`src/rtl/rxq_pkg.sv`:
```
// Shared types for the multi-line receive collector.
// Assumes line numbers fit in four bits (at most 16 lines).
package rxq_pkg;
    localparam int CHAR_W   = 8;
    localparam int LFIELD_W = 4;
    localparam int WORD_W   = 16;

    typedef struct packed {
        logic                oerr;
        logic                ferr;
        logic                perr;
        logic [LFIELD_W-1:0] line;
        logic [CHAR_W-1:0]   chr;
    } rxq_entry_t;
endpackage

```
`src/rtl/rxq_line_en.sv`:
```
// Per-line receive enable bank, written one line at a time.
// Assumes cfg_line addresses an existing line; reset disables all lines.
module rxq_line_en #(
    parameter int NUM_LINES = 4,
    parameter int LINE_W    = 2
) (
    input  logic                 clk,
    input  logic                 rst_n,
    input  logic                 cfg_we,
    input  logic [LINE_W-1:0]    cfg_line,
    input  logic                 cfg_en,
    output logic [NUM_LINES-1:0] en
);
    for (genvar k = 0; k < NUM_LINES; k++) begin : g_en
        // Hold the enable of line k; update on a write that names it.
        always_ff @(posedge clk) begin
            if (!rst_n)
                en[k] <= 1'b0;
            else if (cfg_we && cfg_line == LINE_W'(k))
                en[k] <= cfg_en;
        end
    end
endmodule

```
`src/rtl/rxq_merge.sv`:
```
// Orders same-cycle strobes by line number, grants queue slots up to the
// free room and builds tagged entries. Keeps the pending-overrun marker.
// Assumes NUM_LINES <= DEPTH and that strobes arrive already masked.
module rxq_merge
    import rxq_pkg::*;
#(
    parameter int NUM_LINES = 4,
    parameter int DEPTH     = 16,
    parameter int CNT_W     = 5
) (
    input  logic                        clk,
    input  logic                        rst_n,
    input  logic [NUM_LINES-1:0]        stb,
    input  logic [NUM_LINES*CHAR_W-1:0] chars,
    input  logic [NUM_LINES-1:0]        ferr,
    input  logic [NUM_LINES-1:0]        perr,
    input  logic [CNT_W-1:0]            occ,
    output logic [NUM_LINES-1:0]        we,
    output logic [CNT_W-1:0]            offs [NUM_LINES],
    output rxq_entry_t                  ent  [NUM_LINES],
    output logic [CNT_W-1:0]            nstore
);
    logic [CNT_W-1:0] free_slots;
    logic [CNT_W-1:0] rank [NUM_LINES];
    logic             drop;
    logic             ovr_pend;

    // Rank each strobing line among lower ones and grant while room remains.
    always_comb begin
        logic [CNT_W-1:0] run;
        free_slots = CNT_W'(DEPTH) - occ;
        run        = '0;
        drop       = 1'b0;
        nstore     = '0;
        for (int k = 0; k < NUM_LINES; k++) begin
            rank[k] = run;
            we[k]   = stb[k] && (run < free_slots);
            if (stb[k] && !we[k])
                drop = 1'b1;
            if (we[k])
                nstore = nstore + 1'b1;
            if (stb[k])
                run = run + 1'b1;
        end
    end

    for (genvar k = 0; k < NUM_LINES; k++) begin : g_ent
        // Build the tagged entry for line k; the overrun mark goes to rank 0.
        always_comb begin
            offs[k]     = rank[k];
            ent[k].oerr = ovr_pend && (rank[k] == '0);
            ent[k].ferr = ferr[k];
            ent[k].perr = perr[k];
            ent[k].line = LFIELD_W'(k);
            ent[k].chr  = chars[k*CHAR_W +: CHAR_W];
        end
    end

    // Remember a loss until the next stored entry has carried the mark.
    always_ff @(posedge clk) begin
        if (!rst_n)
            ovr_pend <= 1'b0;
        else if (drop)
            ovr_pend <= 1'b1;
        else if (|we)
            ovr_pend <= 1'b0;
    end
endmodule

```
`src/rtl/rxq_store.sv`:
```
// Circular entry store with several writes and one pop per cycle.
// Assumes DEPTH is a power of two and that the writer never grants more
// slots than DEPTH minus the occupancy at the start of the cycle.
module rxq_store
    import rxq_pkg::*;
#(
    parameter int NUM_LINES = 4,
    parameter int DEPTH     = 16,
    parameter int CNT_W     = 5
) (
    input  logic                 clk,
    input  logic                 rst_n,
    input  logic [NUM_LINES-1:0] we,
    input  logic [CNT_W-1:0]     offs [NUM_LINES],
    input  rxq_entry_t           ent  [NUM_LINES],
    input  logic [CNT_W-1:0]     nstore,
    input  logic                 pop_req,
    output logic [CNT_W-1:0]     occ,
    output rxq_entry_t           head,
    output logic                 nonempty
);
    localparam int PW = $clog2(DEPTH);

    rxq_entry_t    mem [DEPTH];
    logic [PW-1:0] wr_ptr;
    logic [PW-1:0] rd_ptr;
    logic          pop;

    // A pop only takes effect when an entry is present.
    always_comb begin
        pop      = pop_req && (occ != '0);
        nonempty = (occ != '0);
        head     = mem[rd_ptr];
    end

    // Write every granted entry at its slot after the current tail.
    always_ff @(posedge clk) begin
        for (int k = 0; k < NUM_LINES; k++) begin
            if (we[k])
                mem[wr_ptr + PW'(offs[k])] <= ent[k];
        end
    end

    // Advance the pointers and the occupancy count.
    always_ff @(posedge clk) begin
        if (!rst_n) begin
            wr_ptr <= '0;
            rd_ptr <= '0;
            occ    <= '0;
        end else begin
            wr_ptr <= wr_ptr + PW'(nstore);
            rd_ptr <= rd_ptr + PW'(pop);
            occ    <= occ + nstore - CNT_W'(pop);
        end
    end
endmodule

```
`src/rtl/line_rx_collector.sv`:
```
// Top of the multi-line receive collector: masks strobes with the line
// enables, merges them into the shared store and presents the oldest
// entry as a 16-bit read word with valid, error, line and character.
// Assumes 2 <= NUM_LINES <= 16, NUM_LINES <= DEPTH, DEPTH a power of two.
module line_rx_collector
    import rxq_pkg::*;
#(
    parameter int NUM_LINES = 4,
    parameter int DEPTH     = 16,
    localparam int LINE_W   = $clog2(NUM_LINES)
) (
    input  logic                        clk,
    input  logic                        rst_n,
    input  logic [NUM_LINES-1:0]        rx_stb,
    input  logic [NUM_LINES*CHAR_W-1:0] rx_char,
    input  logic [NUM_LINES-1:0]        rx_ferr,
    input  logic [NUM_LINES-1:0]        rx_perr,
    input  logic                        cfg_we,
    input  logic [LINE_W-1:0]           cfg_line,
    input  logic                        cfg_rx_en,
    input  logic                        rx_irq_en,
    input  logic                        rd_req,
    output logic [WORD_W-1:0]           rd_word,
    output logic                        rx_done,
    output logic                        rx_irq
);
    localparam int CNT_W = $clog2(DEPTH + 1);

    logic [NUM_LINES-1:0] line_en;
    logic [NUM_LINES-1:0] stb_ok;
    logic [NUM_LINES-1:0] wr_en;
    logic [CNT_W-1:0]     wr_offs [NUM_LINES];
    rxq_entry_t           wr_ent  [NUM_LINES];
    logic [CNT_W-1:0]     wr_cnt;
    logic [CNT_W-1:0]     occ;
    rxq_entry_t           head;
    logic                 nonempty;

    rxq_line_en #(.NUM_LINES(NUM_LINES), .LINE_W(LINE_W)) u_en (
        .clk     (clk),
        .rst_n   (rst_n),
        .cfg_we  (cfg_we),
        .cfg_line(cfg_line),
        .cfg_en  (cfg_rx_en),
        .en      (line_en)
    );

    // Discard strobes on lines that are not enabled.
    always_comb stb_ok = rx_stb & line_en;

    rxq_merge #(.NUM_LINES(NUM_LINES), .DEPTH(DEPTH), .CNT_W(CNT_W)) u_merge (
        .clk   (clk),
        .rst_n (rst_n),
        .stb   (stb_ok),
        .chars (rx_char),
        .ferr  (rx_ferr),
        .perr  (rx_perr),
        .occ   (occ),
        .we    (wr_en),
        .offs  (wr_offs),
        .ent   (wr_ent),
        .nstore(wr_cnt)
    );

    rxq_store #(.NUM_LINES(NUM_LINES), .DEPTH(DEPTH), .CNT_W(CNT_W)) u_store (
        .clk     (clk),
        .rst_n   (rst_n),
        .we      (wr_en),
        .offs    (wr_offs),
        .ent     (wr_ent),
        .nstore  (wr_cnt),
        .pop_req (rd_req),
        .occ     (occ),
        .head    (head),
        .nonempty(nonempty)
    );

    // Present the head entry with its valid flag, or zeros when empty.
    always_comb begin
        rd_word = nonempty ? {1'b1, head} : '0;
        rx_done = nonempty;
        rx_irq  = nonempty && rx_irq_en;
    end
endmodule

```
`config.mk`:
```
export PLATFORM = sky130hd
export DESIGN_NAME = line_rx_collector
export DESIGN_NICKNAME = d
export VERILOG_FILES = /design/src/rtl/rxq_pkg.sv /design/src/rtl/rxq_line_en.sv /design/src/rtl/rxq_merge.sv /design/src/rtl/rxq_store.sv /design/src/rtl/line_rx_collector.sv
export SDC_FILE = /design/constraint.sdc
export NUM_CORES = 1
export LEC_CHECK = 0
export BUFFER_PORTS_ARGS = -buffer_cell sky130_fd_sc_hd__clkbuf_2
export CORE_ASPECT_RATIO = 1.2
export CORE_MARGIN = 2
export CORE_UTILIZATION = 57
export CTS_CLUSTER_DIAMETER = 60
export DETAILED_ROUTE_END_ITERATION = 16
export HOLD_SLACK_MARGIN = 0.05
export PLACE_DENSITY = 0.78
export SLEW_MARGIN = 20
export SYNTH_ARGS = -nofsm -noshare
export SYNTH_HDL_FRONTEND = slang
export SYNTH_SLANG_ARGS = --single-unit
```
`constraint.sdc`:
```
create_clock -name clk -period 4.8 [get_ports clk]
set_input_delay 0.48 -clock clk [delete_from_list [all_inputs] [get_ports clk]]
set_output_delay 0.48 -clock clk [all_outputs]
set_load 0.03 [all_outputs]
```
Yosys cells after proc, flatten, opt, wreduce, memory -nomap -nowiden:

Memories as Yosys holds them, arrays and structs flattened. A register that Yosys moved wholly into a read port is not among the register bits.
Index checks and enable logic that the tools add are counted.

* bits of input ports: 52
* bits in writable memories: 208
* memories: 1
* bits in registers: 18
* output and inout port bits: 18
* bits in read-only memories: 0
* bits in latches: 0
* logic and storage cells: 81

* shift-type cells: 0
* bitwise logic cells: 1
* div/mod/pow operators: 0
* add/subtract/negate cells: 13
* equal/unequal tests: 3
* multipliers: 0
* $lt $le $gt $ge: 4
* muxes and demuxes: 23
* reductions and logical operators: 28

Memories
* u_store.mem: depth 16, bits a word 13, read ports 1, clocked after memory_dff 1, wr ports 4, line rxq_store.sv:24 `rxq_entry_t mem [DEPTH];`

Operator list (number)
* $mux W5: 5
* $logic_and A1 B1 Y1: 17
* $mux W1: 16
* $mux W16: 1
* $add A5 B1 Y5 const B: 3
* $logic_not A5 Y1: 3
* $add A4 B4 Y4: 3
* $lt A5 B5 Y1: 2
* $add A4 B1 Y4: 2
* $add A5 B5 Y5: 1
* $lt A1 B5 Y1: 1
* $lt A1 B5 Y1 const A: 1
* $reduce_bool A5 Y1: 1
* $sub A5 B1 Y5: 1
* $sub A5 B5 Y5 const A: 1
* $add A1 B1 Y2 const B: 2
* $and A4 B4 Y4: 1
* $eq A2 B2 Y1 const B: 2
* $logic_not A1 Y1: 4
* $mux W4: 1
* $reduce_or A4 Y1: 1
* $eq A2 B1 Y1 const B: 1
* $logic_not A2 Y1: 1
* $reduce_bool A2 Y1: 1

Longest topological paths before layout:

Gate-level depths: netlist (run 1).

* depth after elaboration: 12
* depth in mapped cells: 23

Modules after synthesis:

Synthesis (run 1) repeated with hierarchy kept, for this count alone.

* cell total of the unflattened synthesis: 1901
* area, all modules: 20658.6 µm²

By module, submodules not included
* rxq_store: instances 1, area each 19276.0 µm², cells each 1718, sequential area each 7467.2 µm²
* rxq_merge: instances 1, area each 1052.3 µm², cells each 144, sequential area each 20.0 µm²
* rxq_line_en: instances 1, area each 171.4 µm², cells each 17, sequential area each 80.1 µm²
* line_rx_collector: instances 1, area each 158.9 µm², cells each 22, sequential area each 0.0 µm²

Worst setup path after synthesis (run 1):

No wires, ideal clock.

* path kind: reg-to-reg
* from: register u_store.occ[0]
* to: register u_store.occ[4]
* data arrival time: 4403 ps
* setup slack: 283 ps
* setup time: 115 ps
* stages on the path, launching flop included: 24
* period minus slack after synthesis: 4517 ps
* path buffers: 1
* cell sequence: dfxtp_1 inv_1 ha_1 nor3b_2 ha_1 nand2_1 a211oi_1 a21o_1 nor2_2 inv_2 buf_2 ha_1 xnor2_1 ha_1 nand2_1 xnor2_1 inv_1 ha_1 inv_1 ha_1 a21o_1 a21oi_1 xnor2_1 and2_1

* longest elaborated chain between the ends: 12
* elaborated cells between the ends (all ways): 20

Ends and longest elaborated chain
* start, declared: line rxq_store.sv:18 `output logic [CNT_W-1:0] occ,`
* start signal, assigned: line rxq_store.sv:53 `occ <= occ + nstore - CNT_W'(pop);`
* $sub A5 B5 Y5: line rxq_merge.sv:31 `free_slots = CNT_W'(DEPTH) - occ;`
* $lt A1 B5 Y1: line rxq_merge.sv:37 `we[k] = stb[k] && (run < free_slots);`
* $logic_and A1 B1 Y1: line rxq_merge.sv:37
* $mux W1: line rxq_merge.sv:40 `if (we[k])`
* $add A1 B1 Y2: line rxq_merge.sv:41 `nstore = nstore + 1'b1;`
* $mux W5: line rxq_merge.sv:40
* $add A5 B1 Y5: line rxq_merge.sv:41
* $mux W5: line rxq_merge.sv:40
* $add A5 B1 Y5: line rxq_merge.sv:41
* $mux W5: line rxq_merge.sv:40
* $add A5 B5 Y5: line rxq_store.sv:53
* $sub A5 B1 Y5 (*): line rxq_store.sv:53

Mark *: on every way between the ends. The rest lies on a longest branch, timed or not.
A chain may end at the register's enable or synchronous reset.

Worst setup path in the final report (run 1):

Ends and elaborated chain as after synthesis.

==> results.yml, run 1 <==
status:
  outcome: "complete, no violations"
timing:
  finalClockSkew_ns: 0.0297
  min_period_ns: 4.52
  final.setup.tns_ns: 0
  rsz0062_at_grt: "no"
  finalSetupViolCount: 0
  drv_slew: 0
  final_number_of_hold_violating_endpoints: 0
  whs_ns: 0.268
  worst_slew_margin_rel_pct: 19.7
  max_slew.worst_pin.slew_ns: 1.19
  final.period_utilization_pct: 94.2
  achievable-frequency_mhz: 221
route:
  ant_nets: 0
  routedWlPerCell_um: 32.9
  post_route_drc: 0
  detail_route.wirelength_um: 71100
  firstDrtPassIters: 9
  avgViaCountPerCell: 7.54
  dr_total_vias: 16300
  detail_route.iter0.violations: 2545
floorplanning:
  width_of_the_chip_um: 157
  row_count: 67
  die_height_um: 188
  initial_utilization_pct: 57.7
  core-area_um2: 27800
  fp.dieArea_um2: 29500
  design.portCount: 70
synthesis:
  dominant_register_cell_in_the_synthesized_netlist: "sky130_fd_sc_hd__edfxtp_1"
  synth_area_leader_cell: "sky130_fd_sc_hd__edfxtp_1"
  yosysTopAreaCellShare_pct: 32.9
  area_of_the_mapped_netlist_um2: 16100
  netlist_top_cells_area: "sky130_fd_sc_hd__edfxtp_1, sky130_fd_sc_hd__mux4_2, sky130_fd_sc_hd__dfxtp_1"
  postSynth.asyncResetShare_pct: 0
  synth.yosys.warnings: 0
  syn_area_per_cell_um2: 9.04
  synthDistinctLibCells: 76
  count_of_mapped_cells_out_of_synthesis: 1777
  ys_seq_elements: 226
  synth-edff-count: 176
  ys_seq_area_share_pct: 39.1
global_route:
  grt_antenna_before_repair: 5
  global_route.usage.total_pct: 48.1
  grt_pass1_wl_um: 103000
  grt_max_degree: 39
  globalRouteOverflowTotal: 0
  grt_pass1_vias: 15400
setup_path:
  worst-setup-path-type: "flop to flop"
  critPathMostFrequentCell: "sky130_fd_sc_hd__ha_1"
  worst-endpoint-arrival_ns: 4.96
  slowest_library_cell_on_the_worst_path: "sky130_fd_sc_hd__dfxtp_1"
  timing.critical_path.cells: "inv_1, ha_1, nor3b_2, ha_1, nand2_1, a211oi_1, a21o_1, nor2_2, inv_2, ha_1, xnor2_2, ha_1, nand2_1, xnor2_1, inv_1, ha_1, inv_1, ha_1, a21o_1, a21oi_1, xnor2_1, and2_1"
  maximum_cell_stage_delay_along_the_critical_path_ns: 0.43
  critical_path.startpoint_type: "flop"
  rrSetupSlack_ns: 0.28
  critical_path_required_ns: 5.24
  endpoint_kind: "flop"
  critPathMaxFanout: 7
cts:
  cts-hold-fix-buffers: 0
  cts-htree-levels: 1
  cts_inserted_buffers: 26
  post_cts_buffers: 0
  cts_root_buffer: "sky130_fd_sc_hd__clkbuf_16"
  clk_latency_ns: 0.57
  cts_tree: "built"
  clock-sinks: 226
  clock_tree.buffer_depth: 3
  clock_transition_at_the_registers_of_the_reported_paths_ns: 0.06
final_layout:
  sequential_cell_area_um2: 6290
  post_route_cells_drive_above_1_share_pct: 16.9
  syn2layout_area_growth_pct: 10.1
  layout.cells.most_common_list: "sky130_fd_sc_hd__nand2_1, sky130_fd_sc_hd__edfxtp_1, sky130_fd_sc_hd__o21ai_0"
  multi_input_comb_area_um2: 8880
  nets: 1850
  n_fill_cell: 2357
  layout_commonest_cell: "sky130_fd_sc_hd__nand2_1"
place:
  globalplace.congestion: 1.09
  port-buffer-count: 67
  hpwl_um: 50100
power:
  irDropWorstVdd_v: 0.000604
  leakage_nw: 6.09
  p_per_cell_area_nw_per_um2: 390
min_path:
  worst_hold_path_type: "input port to flop"
run:
  cap_violations: 0
-- final cells by class --
class                           instances  share of cell area, %
Multi-Input combinational cell       1327                   50.2
Sequential cell                       226                   35.6
Timing Repair Buffer                  151                   5.60
Clock buffer                           32                   3.86
Tap cell                              379                   2.68
Clock inverter                         16                   1.38
Inverter                               29                  0.616
Antenna cell                            4                 0.0566
-- where the power goes --
group	switching, mW	internal [mW]	total (mW)
logic	1.55	0.847	2.40
clock network	0.875	1.30	2.17
registers	0.148	2.17	2.32
-- worst max-delay path, delay by kind of cell (launching register included) --
family	cells	cell delay, ns
adder cells (fa/ha/maj)	6	1.67
AO/OA/AOI/OAI	4	0.95
XOR/XNOR	3	0.53
AND/OR/NAND/NOR	5	0.52
flip-flops	1	0.43
buffers and inverters	4	0.29
-- synthesized netlist by cell type (all sizes together) (12+ instances only) --
library cell  instances
a211oi               44
a21oi                83
a221oi               36
a22oi                18
a31oi                67
a32oi                29
and2                 41
and3                 12
buf                  65
clkbuf              131
dfxtp                50
edfxtp              176
ha                   33
inv                  29
mux4                 65
nand2               227
nand3                60
nor2                151
nor2b                12
nor3                 87
o21ai               172
o2bb2ai              29
o31ai                19
or3                  15
xnor2                13
-- metrics by stage --
step	power, mW	setup slack, ns	instances	utilization, %	area, µm²
after detailed placement	4.65	0.245	2112	60.1	16700
final	6.89	0.278	2164	63.5	17700
after floorplan	3.84	0.283	1778	-	16100
after global placement	4.61	0.456	2112	60.1	16700
after global routing	7.05	0.0277	2161	63.5	17700
after CTS	6.78	0.293	2160	63.4	17700
-- registers in the layout (all words and copies together) (netlist names) --
| name | count |
|---|---|
| u_store.rd_ptr | 4 |
| u_store.occ | 5 |
| u_merge.ovr_pend | 1 |
| u_store.mem | 208 |
| u_en.en | 4 |
| u_store.wr_ptr | 4 |
-- per-layer routing --
metal  global-route usage (%)  vias up  wire, µm  share of wire [%]
met5                        0        -        14              0.020
li1                         -     6687         -                  -
met4                     40.5        2      7840                 11
met1                     57.7     7560     22900                 32
met3                     15.2      480     10400                 15
met2                     69.9     1595     29900                 42
-- cells by family (layout without fill, tap and decap cells) --
group           after synthesis  in the layout  synth area share [%]
buf+inv                     225            228                  5.77
compound gates              549            549                  22.4
xor+xnor                     20             20                  1.18
mux                          73             73                  9.63
other cells                   2              7                0.0468
simple gates                645            645                  18.8
flops                       226            226                  39.1
fa+ha+maj                    37             37                  3.07
-- worst paths after layout --
path / start / endpoint / depth (start not counted)
setup / recovery: u_store.occ[0] / u_store.occ[4] / 22
hold / removal: cfg_rx_en / u_en.en[3] / 3
setup reg to reg: u_store.occ[0] / u_store.occ[4] / 22
hold reg to reg: u_store.mem[11][9] / u_store.mem[11][9] / 1
-- repair_timing --
action	CTS	global route
setup endpoints to repair	0	1
hold endpoints to repair	0	0
gates resized for setup	0	2
No activity file was read; power rests on OpenSTA's default activity.
==> run 2: changes to the inputs <==
==> constraint.sdc (replaced) <==
create_clock -name clk -period 4.8 [get_ports clk]
set_input_delay 0.72 -clock clk [delete_from_list [all_inputs] [get_ports clk]]
set_output_delay 0.72 -clock clk [all_outputs]
set_load 0.03 [all_outputs]
==> results.yml, run 2 (same netlist as run 1, synthesis figures left out) <==
setup_path:
  endpoint_kind: "flop"
  worst_r2r_path_depth: 12
  maximum_cell_stage_delay_along_the_critical_path_ns: 1.05
  rrSetupSlack_ns: 0.22
  worst-endpoint-arrival_ns: 4.79
  critPathMaxFanout: 32
  critPathMostFrequentCell: "sky130_fd_sc_hd__buf_4"
  critPathTopFamily: "compound AO/OA/AOI/OAI gates"
  worst-setup-path-type: "flop to flop"
  slowest_library_cell_on_the_worst_path: "sky130_fd_sc_hd__a211oi_1"
  r2r_start: "u_store.occ[0]"
  r2r-end: "u_store.mem[14][4]"
  timing.critical_path.cells: "inv_1, ha_1, nor3b_4, ha_2, and4_1, a21o_1, buf_4, nor3_2, nand2_1, buf_4, a211oi_1, o21ai_0"
  critical_path_required_ns: 5.01
  critical_path.startpoint_type: "flop"
  critical_path_buf_inv_count: 3
place:
  hpwl_um: 50000
  place_inst: 2121
  pre_cts_slack_ns: 0.231
  port-buffer-count: 67
  globalplace.congestion: 1.09
final_layout:
  post_route_cells_drive_above_1_share_pct: 17.3
  syn2layout_area_growth_pct: 10.3
  layout_commonest_cell: "sky130_fd_sc_hd__nand2_1"
  stdcell_count: 2170
  layout.cells.most_common_list: "sky130_fd_sc_hd__nand2_1, sky130_fd_sc_hd__edfxtp_1, sky130_fd_sc_hd__o21ai_0"
  n_fill_cell: 2360
  sequential_cell_area_um2: 6290
  nets: 1859
  multi_input_comb_area_um2: 8880
  largest_reg_flops: 208
cts:
  clock-sinks: 226
  cts_tree: "built"
  cts_root_buffer: "sky130_fd_sc_hd__clkbuf_16"
  cts-hold-fix-buffers: 0
  clk_latency_ns: 0.55
  cts-htree-levels: 1
  cts_inserted_buffers: 26
  clock_tree.buffer_depth: 3
  clock_transition_at_the_registers_of_the_reported_paths_ns: 0.06
route:
  ant_nets: 0
  post_route_drc: 0
  routedWlPerCell_um: 33.4
  detail_route.wirelength_um: 72500
  firstDrtPassIters: 10
  maxUsedRoutingLayer: "met5"
  wirelength_met1_um: 22300
  wl_met2_um: 30500
  dr_total_vias: 16400
  detail_route.iter0.violations: 2834
  avgViaCountPerCell: 7.57
  met3RoutedLength_um: 11400
global_route:
  grt_max_degree: 39
  grt_pass1_vias: 15800
  global_route.usage.total_pct: 49.2
  grt_antenna_before_repair: 8
  globalRouteOverflowTotal: 0
  grt_pass1_wl_um: 105000
floorplanning:
  width_of_the_chip_um: 157
  core-area_um2: 27800
  row_count: 67
  fp.dieArea_um2: 29500
  design.portCount: 70
  die_height_um: 188
  initial_utilization_pct: 57.7
timing:
  rsz0062_at_grt: "no"
  whs_ns: 0.475
  finalSetupViolCount: 0
  final_number_of_hold_violating_endpoints: 0
  worst_slew_margin_rel_pct: 14.4
  finalClockSkew_ns: 0.0157
  max_slew.worst_pin.slew_ns: 1.28
  final.setup.tns_ns: 0
  drv_slew: 0
  final.period_utilization_pct: 95.3
  min_period_ns: 4.58
  setup_slack_ns: 0.224
  achievable-frequency_mhz: 219
status:
  outcome: "complete, no violations"
power:
  p_per_cell_area_nw_per_um2: 383
  report.power.total_mw: 6.78
  irDropWorstVdd_v: 0.000490
  leakage_nw: 6.13
min_path:
  endpoint_of_the_worst_hold_path: "u_store.mem[15][9]"
  min_path_cells: 1
  worst_hold_path_type: "flop to flop"
  min-delay-start: "u_store.mem[15][9]"
run:
  cap_violations: 0
## run 2: cell types whose count changed in the layout (fill, tap and decap cells not counted), sizes merged
cell      change
buf           +9
bufinv        -3
clkinv        +8
clkinvlp      -3
diode         -3
inv           -2
## run 2: how the worst max path moves through the flow
stage               cells past startpoint  slack (ns)                 end            from
finish                                 12        0.22  u_store.mem[14][4]  u_store.occ[0]
global route                           22        0.03      u_store.occ[4]  u_store.occ[0]
CTS                                    20        0.18      u_store.occ[4]  u_store.occ[0]
detailed placement                     20        0.23      u_store.occ[4]       rx_stb[1]
global placement                       20        0.33      u_store.occ[4]  u_store.occ[0]
floorplan                              23        0.28      u_store.occ[4]  u_store.occ[0]
## run 2: where the power goes
group	total (mW)	internal [mW]	switching [mW]
combinational	2.40	0.855	1.54
clock	2.05	1.18	0.869
sequential	2.33	2.17	0.160
total	6.78	4.21	2.57
## run 2: worst reg2reg max path: cells and delay by family (launching register included)
| family | cells | cell delay, ns |
|---|---|---|
| AOI/OAI and AO/OA | 3 | 1.62 |
| DFF | 1 | 0.44 |
| buffers and inverters | 3 | 0.61 |
| and+or+nand+nor | 4 | 1.01 |
| adders and majority gates | 2 | 0.57 |
## run 2: repair_timing
item                                    CTS  global route
endpoints found under the setup margin    0             1
resized for setup                         0             4
buffers inserted                          0             0
## run 2: cell type report
type	count	area share, %
timing repair buffer	160	6.12
multi-input combinational	1327	50.1
sequential	226	35.5
clock inverter	16	0.925
inverter	29	0.614
clock buffer	32	4.03
antenna	1	0.0141
tap	379	2.68
## run 2: per-layer routing
| layer | up-vias | track usage, % |
|---|---|---|
| met5 | - | 0.340 |
| met4 | 12 | 40.0 |
| met3 | 545 | 18.3 |
| met2 | 1623 | 72.2 |
| met1 | 7535 | 57.0 |
| li1 | 6718 | - |
## run 2: metrics by stage
step / utilization (%) / instance area [µm²]
after CTS: 63.6 / 17700
after detailed placement: 60.4 / 16800
after global routing: 63.6 / 17700
after floorplan: - / 16100
final: 63.7 / 17700
after global placement: 60.4 / 16800
